## src/rtl/kbd_scan_pkg.sv

```systemverilog
package kbd_scan_pkg;
  localparam int unsigned ADDR_W    = 5;
  localparam int unsigned DEB_W     = 10;
  localparam int unsigned THR_W     = 4;
  localparam int unsigned FIX_WIN   = 16;
  localparam int unsigned PASS_DLY  = 5;
  localparam int unsigned MASK_BASE = 16;
  localparam int unsigned ROW_FW    = 4;
  localparam int unsigned COL_FW    = 3;

  localparam logic [ADDR_W-1:0] A_CTRL = 5'd0;
  localparam logic [ADDR_W-1:0] A_STAT = 5'd1;
  localparam logic [ADDR_W-1:0] A_KEY  = 5'd2;

  typedef struct packed {
    logic              valid;
    logic [ROW_FW-1:0] row;
    logic [COL_FW-1:0] col;
  } key_ent_t;
endpackage

```

## src/rtl/kbd_scan.sv

```systemverilog
module kbd_scan
  import kbd_scan_pkg::*;
#(
  parameter int unsigned ROWS     = 16,
  parameter int unsigned COLS     = 8,
  parameter int unsigned TICK_DIV = 4
) (
  input  logic              clk_i,
  input  logic              rst_ni,
  input  logic              en_i,
  input  logic [DEB_W-1:0]  deb_i,
  input  logic [COLS-1:0]   col_i,
  output logic [ROWS-1:0]   row_o,
  output logic              commit_o,
  output logic [ROW_FW-1:0] commit_row_o,
  output logic [COLS-1:0]   press_o
);
  localparam int unsigned DIV_W = (TICK_DIV > 1) ? $clog2(TICK_DIV) : 1;
  localparam int unsigned CNT_W = $clog2(FIX_WIN + (1 << DEB_W));

  typedef enum logic {PH_DLY, PH_ROW} phase_e;

  logic [DIV_W-1:0]           div_q;
  logic                       tick;
  phase_e                     ph_q;
  logic [CNT_W-1:0]           cnt_q;
  logic [ROW_FW-1:0]          row_q;
  logic [COLS-1:0]            samp_q;
  logic                       stab_q;
  logic [ROWS-1:0][COLS-1:0]  state_q;
  logic                       commit_q;
  logic [ROW_FW-1:0]          crow_q;
  logic [COLS-1:0]            press_q;

  logic [CNT_W-1:0] last_cnt;
  logic             at_latch, at_last, stab_now;
  logic [COLS-1:0]  new_state;

  assign tick      = en_i && (div_q == DIV_W'(TICK_DIV - 1));
  assign last_cnt  = CNT_W'(FIX_WIN - 1) + CNT_W'(deb_i);
  assign at_latch  = (cnt_q == CNT_W'(FIX_WIN - 1));
  assign at_last   = (cnt_q >= last_cnt);
  assign stab_now  = at_latch ? 1'b1 : (stab_q && (col_i == samp_q));
  assign new_state = at_latch ? col_i : samp_q;

  always_ff @(posedge clk_i or negedge rst_ni) begin
    if (!rst_ni)                div_q <= '0;
    else if (!en_i || tick)     div_q <= '0;
    else                        div_q <= div_q + 1'b1;
  end

  always_ff @(posedge clk_i or negedge rst_ni) begin
    if (!rst_ni) begin
      ph_q     <= PH_DLY;
      cnt_q    <= '0;
      row_q    <= '0;
      samp_q   <= '0;
      stab_q   <= 1'b0;
      state_q  <= '0;
      commit_q <= 1'b0;
      crow_q   <= '0;
      press_q  <= '0;
    end else if (!en_i) begin
      ph_q     <= PH_DLY;
      cnt_q    <= '0;
      row_q    <= '0;
      stab_q   <= 1'b0;
      state_q  <= '0;
      commit_q <= 1'b0;
    end else begin
      commit_q <= 1'b0;
      if (tick) begin
        unique case (ph_q)
          PH_DLY: begin
            if (cnt_q == CNT_W'(PASS_DLY - 1)) begin
              ph_q  <= PH_ROW;
              cnt_q <= '0;
              row_q <= '0;
            end else begin
              cnt_q <= cnt_q + 1'b1;
            end
          end
          PH_ROW: begin
            if (at_latch) begin
              samp_q <= col_i;
              stab_q <= 1'b1;
            end else if (col_i != samp_q) begin
              stab_q <= 1'b0;
            end
            if (at_last) begin
              if (stab_now) begin
                commit_q       <= 1'b1;
                press_q        <= new_state & ~state_q[row_q];
                state_q[row_q] <= new_state;
              end
              crow_q <= row_q;
              cnt_q  <= '0;
              if (row_q == ROW_FW'(ROWS - 1)) ph_q <= PH_DLY;
              else                            row_q <= row_q + 1'b1;
            end else begin
              cnt_q <= cnt_q + 1'b1;
            end
          end
          default: ph_q <= PH_DLY;
        endcase
      end
    end
  end

  always_comb begin
    row_o = '0;
    if (ph_q == PH_ROW) row_o[row_q] = 1'b1;
  end

  assign commit_o     = commit_q;
  assign commit_row_o = crow_q;
  assign press_o      = press_q;
endmodule

```

## src/rtl/kbd_fifo.sv

```systemverilog
module kbd_fifo #(
  parameter int unsigned DEPTH = 8,
  parameter int unsigned W     = 8,
  localparam int unsigned PTR_W = (DEPTH > 1) ? $clog2(DEPTH) : 1,
  localparam int unsigned CNT_W = $clog2(DEPTH + 1)
) (
  input  logic             clk_i,
  input  logic             rst_ni,
  input  logic             push_i,
  input  logic [W-1:0]     din_i,
  input  logic             pop_i,
  output logic [W-1:0]     dout_o,
  output logic [CNT_W-1:0] cnt_o,
  output logic             full_o,
  output logic             empty_o
);
  logic [W-1:0]     mem_q [DEPTH];
  logic [PTR_W-1:0] wp_q, rp_q;
  logic [CNT_W-1:0] cnt_q;
  logic             push_ok, pop_ok;

  assign full_o  = (cnt_q == CNT_W'(DEPTH));
  assign empty_o = (cnt_q == '0);
  assign push_ok = push_i && !full_o;
  assign pop_ok  = pop_i && !empty_o;
  assign dout_o  = mem_q[rp_q];
  assign cnt_o   = cnt_q;

  always_ff @(posedge clk_i) begin
    if (push_ok) mem_q[wp_q] <= din_i;
  end

  always_ff @(posedge clk_i or negedge rst_ni) begin
    if (!rst_ni) begin
      wp_q  <= '0;
      rp_q  <= '0;
      cnt_q <= '0;
    end else begin
      if (push_ok) wp_q <= (wp_q == PTR_W'(DEPTH - 1)) ? '0 : wp_q + 1'b1;
      if (pop_ok)  rp_q <= (rp_q == PTR_W'(DEPTH - 1)) ? '0 : rp_q + 1'b1;
      cnt_q <= cnt_q + CNT_W'(push_ok) - CNT_W'(pop_ok);
    end
  end
endmodule

```

## src/rtl/kbd_regs.sv

```systemverilog
module kbd_regs
  import kbd_scan_pkg::*;
#(
  parameter int unsigned ROWS  = 16,
  parameter int unsigned COLS  = 8,
  parameter int unsigned CNT_W = 4
) (
  input  logic              clk_i,
  input  logic              rst_ni,
  input  logic              wr_en_i,
  input  logic              rd_en_i,
  input  logic [ADDR_W-1:0] addr_i,
  input  logic [31:0]       wr_data_i,
  output logic [31:0]       rd_data_o,
  output logic              en_o,
  output logic              int_en_o,
  output logic [DEB_W-1:0]  deb_o,
  output logic              key_pop_o,
  input  logic [7:0]        key_i,
  input  logic              key_empty_i,
  input  logic [CNT_W-1:0]  fifo_cnt_i,
  input  logic              drop_i,
  input  logic              commit_i,
  input  logic [ROW_FW-1:0] commit_row_i,
  input  logic [COLS-1:0]   press_i,
  output logic              ovf_o,
  output logic              irq_o,
  output logic              wake_o
);
  logic                      en_q, ie_q;
  logic [DEB_W-1:0]          deb_q;
  logic [THR_W-1:0]          thr_q;
  logic [ROWS-1:0][COLS-1:0] mask_q;
  logic                      st_ovf_q, st_wake_q, st_thr_q;
  logic [2:0]                w1c;
  logic                      thr_hit, wake_hit;

  assign w1c      = (wr_en_i && addr_i == A_STAT) ? wr_data_i[2:0] : 3'b000;
  assign thr_hit  = (thr_q != '0) && (32'(fifo_cnt_i) >= 32'(thr_q));
  assign wake_hit = commit_i && |(press_i & ~mask_q[commit_row_i]);

  always_ff @(posedge clk_i or negedge rst_ni) begin
    if (!rst_ni) begin
      en_q  <= 1'b0;
      ie_q  <= 1'b0;
      deb_q <= '0;
      thr_q <= '0;
    end else if (wr_en_i && addr_i == A_CTRL) begin
      en_q  <= wr_data_i[0];
      ie_q  <= wr_data_i[3];
      deb_q <= wr_data_i[4 +: DEB_W];
      thr_q <= wr_data_i[14 +: THR_W];
    end
  end

  for (genvar r = 0; r < ROWS; r++) begin : g_mask
    always_ff @(posedge clk_i or negedge rst_ni) begin
      if (!rst_ni)
        mask_q[r] <= '0;
      else if (wr_en_i && addr_i == ADDR_W'(MASK_BASE + r))
        mask_q[r] <= wr_data_i[COLS-1:0];
    end
  end

  // set wins over a same-cycle clear
  always_ff @(posedge clk_i or negedge rst_ni) begin
    if (!rst_ni) begin
      st_ovf_q  <= 1'b0;
      st_wake_q <= 1'b0;
      st_thr_q  <= 1'b0;
    end else begin
      st_ovf_q  <= (st_ovf_q  & ~w1c[0]) | drop_i;
      st_wake_q <= (st_wake_q & ~w1c[1]) | wake_hit;
      st_thr_q  <= (st_thr_q  & ~w1c[2]) | thr_hit;
    end
  end

  always_comb begin
    rd_data_o = '0;
    if (rd_en_i) begin
      if (addr_i == A_CTRL) begin
        rd_data_o[0]              = en_q;
        rd_data_o[3]              = ie_q;
        rd_data_o[4 +: DEB_W]     = deb_q;
        rd_data_o[14 +: THR_W]    = thr_q;
      end else if (addr_i == A_STAT) begin
        rd_data_o[0]   = st_ovf_q;
        rd_data_o[1]   = st_wake_q;
        rd_data_o[2]   = st_thr_q;
        rd_data_o[7:4] = 4'(fifo_cnt_i);
      end else if (addr_i == A_KEY) begin
        rd_data_o[7:0] = key_empty_i ? 8'h00 : key_i;
      end else begin
        for (int r = 0; r < ROWS; r++)
          if (addr_i == ADDR_W'(MASK_BASE + r)) rd_data_o[COLS-1:0] = mask_q[r];
      end
    end
  end

  assign key_pop_o = rd_en_i && (addr_i == A_KEY);
  assign en_o      = en_q;
  assign int_en_o  = ie_q;
  assign deb_o     = deb_q;
  assign ovf_o     = st_ovf_q;
  assign irq_o     = st_thr_q & ie_q;
  assign wake_o    = st_wake_q;
endmodule

```

## src/rtl/kbd_matrix_scan.sv

```systemverilog
module kbd_matrix_scan
  import kbd_scan_pkg::*;
#(
  parameter int unsigned ROWS       = 16,
  parameter int unsigned COLS       = 8,
  parameter int unsigned FIFO_DEPTH = 8,
  parameter int unsigned TICK_DIV   = 4
) (
  input  logic              clk_i,
  input  logic              rst_ni,
  input  logic              wr_en_i,
  input  logic              rd_en_i,
  input  logic [ADDR_W-1:0] addr_i,
  input  logic [31:0]       wr_data_i,
  output logic [31:0]       rd_data_o,
  input  logic [COLS-1:0]   col_i,
  output logic [ROWS-1:0]   row_o,
  output logic              irq_o,
  output logic              wake_o
);
  localparam int unsigned FCNT_W = $clog2(FIFO_DEPTH + 1);

  logic              ctrl_en, ctrl_ie;
  logic [DEB_W-1:0]  ctrl_deb;
  logic              commit;
  logic [ROW_FW-1:0] commit_row;
  logic [COLS-1:0]   press;
  logic              key_pop;
  logic [7:0]        key_out;
  logic [FCNT_W-1:0] fifo_cnt;
  logic              fifo_full, fifo_empty;
  logic              st_ovf;

  // serializer: one entry per clock from the last committed row
  logic [COLS-1:0]   pend_q;
  logic [ROW_FW-1:0] prow_q;
  logic [COL_FW-1:0] first_col;
  logic              ser_push;
  key_ent_t          ser_ent;
  logic [7:0]        ser_data;

  always_comb begin
    first_col = '0;
    for (int c = COLS - 1; c >= 0; c--)
      if (pend_q[c]) first_col = COL_FW'(c);
  end

  assign ser_push = |pend_q;
  assign ser_ent  = '{valid: 1'b1, row: prow_q, col: first_col};
  assign ser_data = ser_ent;

  always_ff @(posedge clk_i or negedge rst_ni) begin
    if (!rst_ni) begin
      pend_q <= '0;
      prow_q <= '0;
    end else if (commit) begin
      pend_q <= press;
      prow_q <= commit_row;
    end else if (ser_push) begin
      pend_q[first_col] <= 1'b0;
    end
  end

  kbd_scan #(.ROWS(ROWS), .COLS(COLS), .TICK_DIV(TICK_DIV)) i_scan (
    .clk_i        (clk_i),
    .rst_ni       (rst_ni),
    .en_i         (ctrl_en),
    .deb_i        (ctrl_deb),
    .col_i        (col_i),
    .row_o        (row_o),
    .commit_o     (commit),
    .commit_row_o (commit_row),
    .press_o      (press)
  );

  kbd_fifo #(.DEPTH(FIFO_DEPTH), .W(8)) i_fifo (
    .clk_i   (clk_i),
    .rst_ni  (rst_ni),
    .push_i  (ser_push),
    .din_i   (ser_data),
    .pop_i   (key_pop),
    .dout_o  (key_out),
    .cnt_o   (fifo_cnt),
    .full_o  (fifo_full),
    .empty_o (fifo_empty)
  );

  kbd_regs #(.ROWS(ROWS), .COLS(COLS), .CNT_W(FCNT_W)) i_regs (
    .clk_i        (clk_i),
    .rst_ni       (rst_ni),
    .wr_en_i      (wr_en_i),
    .rd_en_i      (rd_en_i),
    .addr_i       (addr_i),
    .wr_data_i    (wr_data_i),
    .rd_data_o    (rd_data_o),
    .en_o         (ctrl_en),
    .int_en_o     (ctrl_ie),
    .deb_o        (ctrl_deb),
    .key_pop_o    (key_pop),
    .key_i        (key_out),
    .key_empty_i  (fifo_empty),
    .fifo_cnt_i   (fifo_cnt),
    .drop_i       (ser_push && fifo_full),
    .commit_i     (commit),
    .commit_row_i (commit_row),
    .press_i      (press),
    .ovf_o        (st_ovf),
    .irq_o        (irq_o),
    .wake_o       (wake_o)
  );
endmodule

```

## config.mk

```make
export PLATFORM = sky130hd
export DESIGN_NAME = kbd_matrix_scan
export DESIGN_NICKNAME = d
export VERILOG_FILES = /design/src/rtl/kbd_scan_pkg.sv /design/src/rtl/kbd_scan.sv /design/src/rtl/kbd_fifo.sv /design/src/rtl/kbd_regs.sv /design/src/rtl/kbd_matrix_scan.sv
export SDC_FILE = /design/constraint.sdc
export NUM_CORES = 1
export LEC_CHECK = 0
export BUFFER_PORTS_ARGS = -buffer_cell sky130_fd_sc_hd__buf_4
export CELL_PAD_IN_SITES_DETAIL_PLACEMENT = 0
export CELL_PAD_IN_SITES_GLOBAL_PLACEMENT = 1
export CORE_AREA = 5 5 284 175
export DETAILED_ROUTE_END_ITERATION = 7
export DIE_AREA = 0 0 289 180
export PLACE_DENSITY_LB_ADDON = 0.1
export SLEW_MARGIN = 20
export SYNTH_ARGS = -nofsm -noshare
export SYNTH_HDL_FRONTEND = slang
export SYNTH_SLANG_ARGS = --single-unit
export TNS_END_PERCENT = 50
```

## constraint.sdc

```tcl
create_clock -name clk_i -period 4.2 [get_ports clk_i]
set_input_delay 0.21 -clock clk_i [delete_from_list [all_inputs] [get_ports clk_i]]
set_output_delay 0.21 -clock clk_i [all_outputs]
set_load 0.1 [all_outputs]
```

Word level (Yosys, flattened, before mapping)
Memories as Yosys holds them, arrays and structs flattened.
Index checks and enable logic that the tools add are counted.
- flip-flop bits (word level): 337
- bits in latches: 0
- memory bits (writable): 56
- bits in read-only memories: 0
- input port bits: 49
- output and inout bits: 50
- logic and storage cells: 253
- memories kept: 1
- memories (name ; depth ; width ; rd ports ; clocked after Yosys merged registers in ; wr ports ; RTL line ; RTL):
    i_fifo.mem_q ; 8 ; 7 ; 1 ; 0 ; 1 ; kbd_fifo.sv:17 ; logic [W-1:0] mem_q [DEPTH];
- add/subtract/negate cells: 8
- multipliers: 0
- div/mod/pow operators: 0
- order comparisons: 7
- equal/unequal tests: 35
- shifts and indexed selects: 0
- multiplexer cells: 88
- bitwise gates (word level): 17
- reductions and logical operators: 44
- operator list (kind ; number):
    $mux W128 ; 5
    $mux W8 ; 24
    $bwmux W128 ; 1
    $eq A5 B5 Y1 const B ; 16
    $bmux W8 S4 ; 2
    $mux W11 ; 4
    $mux W3 ; 12
    $demux W8 S4 ; 1
    $logic_and A1 B1 Y1 ; 28
    $and A8 B8 Y8 ; 3
    $mux W4 ; 6
    $not A8 Y8 ; 3
    $mux W1 ; 22
    $pmux W11 S2 ; 1
    $mux W18 ; 1
    $mux W16 ; 1
    $reduce_or A8 Y1 ; 2
    $ne A3 B3 Y1 const B ; 4
    $reduce_and A4 Y1 ; 3
    $add A11 B1 Y11 const B ; 1
    $add A4 B10 Y11 const A ; 1
    $eq A11 B3 Y1 const B ; 1
    $eq A11 B4 Y1 const B ; 1
    $ge A11 B11 Y1 ; 1
    other kinds (36) ; 55

Longest topological paths before layout
- depth in word-level cells: 21
- depth in mapped cells: 15
- mapped depth without buffers: 13

Hierarchy
From an unflattened synthesis, not the netlist that was laid out.
- cell total of the unflattened synthesis: 1734
- area total of the unflattened synthesis: 20885.0 µm²
- modules (own cells, without submodules) (module ; times used ; cells an instance ; area each (µm²) ; seq. area each (µm²)):
    kbd_regs ; 1 ; 731 ; 8657.1 ; 3678.5
    kbd_scan ; 1 ; 795 ; 8559.5 ; 4204.0
    kbd_fifo ; 1 ; 152 ; 3104.2 ; 2172.1
    kbd_matrix_scan ; 1 ; 56 ; 564.3 ; 300.3

Worst setup path before layout
OpenSTA, ideal clock, no wires.
- kind: register -> output
- start: register i_scan.row_q[1]
- end: output port row_o[0]
- arrival: 3.375 ns
- required time: 3.990 ns
- setup slack: 0.615 ns
- stages on the path, launching flop included: 8
- buffers on the path: 3
- path through: dfrtp_1 -> buf_2 -> buf_1 -> inv_1 -> ha_1 -> clkbuf_2 -> nand2_1 -> nor3_1
- word-level cells in the longest chain between the ends: 5
- elaborated cells between the ends (all ways): 6
- classes of those cells: order compare: 2; mux: 3; reduce/logical: 1
- ends and longest elaborated chain (element ; RTL line ; RTL):
    start: declaration ; kbd_scan.sv:27 ; logic [ROW_FW-1:0] row_q;
    start signal: assignment ; kbd_scan.sv:99 ; else row_q <= row_q + 1'b1;
    $lt A4 B5 Y1 (not written as such) or $ge A4 B1 Y1 (tied branches) ; kbd_scan.sv:112 ; if (ph_q == PH_ROW) row_o[row_q] = 1'b1;
    $logic_and A1 B1 Y1 (not written as such) ; kbd_scan.sv:112 ;
    $mux W1 (not written as such) ; kbd_scan.sv:112 ;
    $demux W1 S4 * ; -- ;
    $mux W16 * ; kbd_scan.sv:112 ;
    end: declaration ; kbd_matrix_scan.sv:17 ; output logic [ROWS-1:0] row_o,
Mark *: on every way between the ends. The rest lies on a longest branch, timed or not.

Worst setup path after layout
- start: register i_regs.deb_q[0] (netlist: i_regs.deb_o[0])
- end: register i_scan.state_q[57] (netlist name)
- word-level cells in the longest chain between the ends: 4
- ends and longest elaborated chain (element ; RTL line ; RTL):
    start: declaration ; kbd_regs.sv:31 ; logic [DEB_W-1:0] deb_q;
    start signal: assignment ; kbd_regs.sv:51 ; deb_q <= wr_data_i[4 +: DEB_W];
    $add A4 B10 Y11 ; kbd_scan.sv:40 ; assign last_cnt = CNT_W'(FIX_WIN - 1) + CNT_W'(deb_i);
    $ge A11 B11 Y1 ; kbd_scan.sv:42 ; assign at_last = (cnt_q >= last_cnt);
    $ne A2 B2 Y1 (no line) ; -- ;
    $reduce_and A4 Y1 (no line) ; -- ;
    end signal: indexed assignment ; kbd_scan.sv:94 ; state_q[row_q] <= new_state;
    end: declaration ; kbd_scan.sv:30 ; logic [ROWS-1:0][COLS-1:0] state_q;
Every way passes these cells.
A chain may end at the register's enable or synchronous reset.

==> results.md <==
* Outcome: finished, final reports clean
* Period minus WS final at 3.69 ns
* Clock Pin Slew Worst Setup and Hold Paths at ~0.06 ns
* Compound-cell area share of the yosys netlist at just under 8%
* Clock Path Buffers at 3
* Detailed Place HPWL at 44200 um
* Hold WC Path Type: in -> reg
* Antenna Cells at 0
* Rel. slew slack at 39.0%
* RSZ-0062 raised after global routing: false
* Mean area per synthesized cell at 11.9 um2
* Worst clock skew at 0.0121 ns
* Post-synthesis xor/xnor area fraction at 0.757%
* Starting Density at 44.3%
* Die height at 180 um
* Final Non-Filler Cells at about 2.5k
* Yosys warns at 0
* CP startpoint: i_regs.deb_o[0]$_DFFE_PN0P_
* Leakage at 10.2 nW
* Worst-Skew Late Latency at approximately 0.54 ns
* Peak supply drop at 0.244 mV
* Sw Ratio at 27.7%
* Synth cell types at 82
* Die W at roughly 290 um
* FF-to-FF setup slack at a little over 0.5 ns
* # IOs at between 90 and 100
* Placed cell area at around 0.022 mm2
* Vias per inst at 5.92
* Vias in the first global route at 14.7k
* Largest net degree at the start of global routing at 119
* Clk sink count at around 390
* Int Pwr at a little over 7 mW
* Main combinational cell family by area after synthesis: multiplexers
* Synth area leaders: dfrtp_1 (41%), mux2_2 (8.9%), mux4_2 (8.7%)
* Via count at 14.7k
* CTS Buf Count at 41
* Max Freq at 271 MHz
* Seq cells post-synth at roughly 390
* Buffers added on ports at 70
* WL/cell at 25.4 um
* CP arrival at 4.14 ns
* Post-synthesis sequential area ratio at between 40 and 50%
* Crit start category: flop
* Clock power frac at 39.5%
* Sequential Power Share at 46.1%
* Max-cap violation count at 0
* Overflow after GRT at 0
* Power Density at 417 mW/mm2
* FFs w/ async S/R, synth at 85.8%
* Drt pass-1 iters at 5
* Antenna viol nets, final at 0
* Top-area cell type share of the netlist area at 40.5%
* Total Power at 9.76 mW
* Cells after Synth at ~1.8k
* Final Hold Viols at 0
* Netlist Area Pre-Place at 0.0208 mm2
* Die area at 0.0520 mm2
* Share of cells above drive strength 1 at between 20% and 30%
* NetSw at 2.71 mW
* Adder-Cell Fraction of Synth Area at ~2.1%
* Largest area contributor in the netlist: dfrtp_1
* Commonest non-fill, non-tap cell in the layout: dfrtp_1
* Initial antenna violation count at 3
* Root Buffer: clkbuf_16
* Final net count at around 1.9k
* Rows at 62
* R2R cell count at 12
* CTS tree: done
* Resized cells post-CTS at 0
* Placed cell count at roughly 2.4k
* Synth Flop Type: dfrtp_1
* Hold_ws at 0.153 ns
* Final setup vio count at 0
* Kind of critical path: reg -> reg
* GRT Util Overall at 24.2%
* Worst flop-to-flop path startpoint: i_regs.deb_o[0]$_DFFE_PN0P_
* Worst Path Max Fanout at 9
* Comb power frac at 14.4%
* First-pass GRT wire length at 96200 um
* Core footprint at 0.0470 mm2
* Post-synth EDFFs at between 50 and 60
* Final GP Congestion at 0.948
* Endpoint type of the worst setup path: flop
* Post-synthesis mux area share at 25.2%
* H-Tree Depth at 2
* Crit path capture: i_scan.state_q[57]$_DFFE_PN0P_
* Slew Limit Fails at 0
* Worst slew pin tran at just over 0.9 ns
* Final WL at 62900 um
* Synth Area in Simple Gates at 11.6%
* DRC at 0
* Worst Path Required at 4.64 ns
* Area Growth Syn to Fin at 12.5%
* Final instance area at 0.0234 mm2
* Fin Setup TNS at 0 ns
* Initial drt markers at 1463
* Reg-to-Reg End: i_scan.state_q[57]$_DFFE_PN0P_
* Final critical-path share of the clock period at 88.0%
* Most frequent cells in the layout: dfrtp_1 (333), nand2_1 (237), mux2_2 (165)
-- cell families after synthesis --
family | after synthesis
AND/OR/NAND/NOR | 489
multiplexers | 403
flip-flops | 393
AO/OA/AOI/OAI | 245
buffers and inverters | 172
adder cells (fa/ha/maj) | 34
XOR/XNOR | 18
other | 1
-- per-stage QoR --
step	setup slack (ns)	utilization (%)
CTS	0.536	49.8
detailed placement	0.545	46.4
global route	0.290	49.8
global placement	0.610	46.4
floorplan	0.615	-
finish	0.506	49.8
-- power by group through the flow --
stage	Sequential [mW]	Combinational, mW	Clock [mW]
after floorplan	4.39	1.04	0
after global placement	4.55	1.37	0
after detailed placement	4.56	1.38	0
after CTS	4.49	1.40	3.95
after global routing	4.53	1.53	4.11
final	4.50	1.41	3.85
-- timing repair --
item	CTS	global route
buffers inserted	0	0
hold buffers	19	0
endpoints found under the hold margin	78	0
-- per-layer routing --
metal	vias to the layer above	GRT usage, %	routed length [um]
met5	-	0	13
met4	2	3.88	952
met3	74	8.18	6350
met2	531	32.4	25400
met1	7580	38.4	30200
li1	6470	-	-
-- cell type report --
type / instances / area, um2
fillers: 4268 / 23600
flip-flops and latches: 393 / 10100
multi-input cells: 1203 / 9910
clock buffers: 58 / 1200
repair buffers: 126 / 1030
well taps: 640 / 801
clock inverters: 15 / 211
inverters: 39 / 146
-- cell usage after synthesis (5+ instances only) --
library cell and number:
a221oi_1 6, inv_1 38, nor2b_1 18, nor2_1 69, a21oi_1 57, a41oi_1 5, a22oi_1 11, nor3_1 29
o21ai_0 51, clkbuf_1 61, a211oi_1 8, nand2_1 237, o31ai_1 6, mux2i_1 155, nand2b_1 23, mux2_2 165
nand3_4 10, dfrtp_1 337, nand3_1 30, buf_4 24, and3_1 8, o221ai_1 6, o22ai_1 10, a21o_1 7
a31oi_1 18, a21boi_0 5, o211ai_1 6, nand4_1 10, and2_1 18, edfxtp_1 56, buf_2 35, xor2_1 5
ha_1 33, o21ai_1 10, buf_6 5, mux4_2 80, xnor2_1 13, nand3b_1 6
-- how the worst min path moves through the flow --
| stage | cells past startpoint | startpoint | slack, ns | to |
|---|---|---|---|---|
| finish | 2 | wr_data_i[1] | 0.15 | i_regs.mask_q[33]$_DFFE_PN0P_ |
| global route | 3 | wr_en_i | 0.13 | i_regs.ovf_o$_DFF_PN0_ |
| CTS | 3 | wr_en_i | 0.12 | i_regs.wake_o$_DFF_PN0_ |
| detailed placement | 1 | rst_ni | 0.20 | i_scan.state_q[63]$_DFFE_PN0P_ |
| global placement | 1 | rst_ni | 0.20 | i_scan.state_q[63]$_DFFE_PN0P_ |
| floorplan | 0 | rst_ni | -0.09 | i_fifo.cnt_o[0]$_DFF_PN0_ |
-- flip-flops by register name (all words and copies together), names as in the netlist, 2 cells and up --
register             cells
i_scan.commit_row_o      4
i_fifo.cnt_o             4
pend_q                   8
i_regs.thr_q             4
i_regs.deb_o            10
i_regs.mask_q          128
i_scan.state_q         128
i_fifo.wp_q              3
i_scan.press_o           8
i_scan.div_q             2
prow_q                   4
i_scan.samp_q            8
i_scan.row_q             4
i_fifo.mem_q            56
i_fifo.rp_q              3
i_scan.cnt_q            11
-- critical path: stages (launching register included) --
cell and delay (ns):
dfrtp_1 0.39, inv_1 0.18, ha_1 0.22, nand2_1 0.10, and3_1 0.23, xnor2_1 0.13, ha_1 0.27, o21a_1 0.12
o2111ai_1 0.17, o21ai_4 0.33, and3b_1 0.53, and3_1 0.65, mux2i_1 0.26
Power figures use the tool's default switching activity.
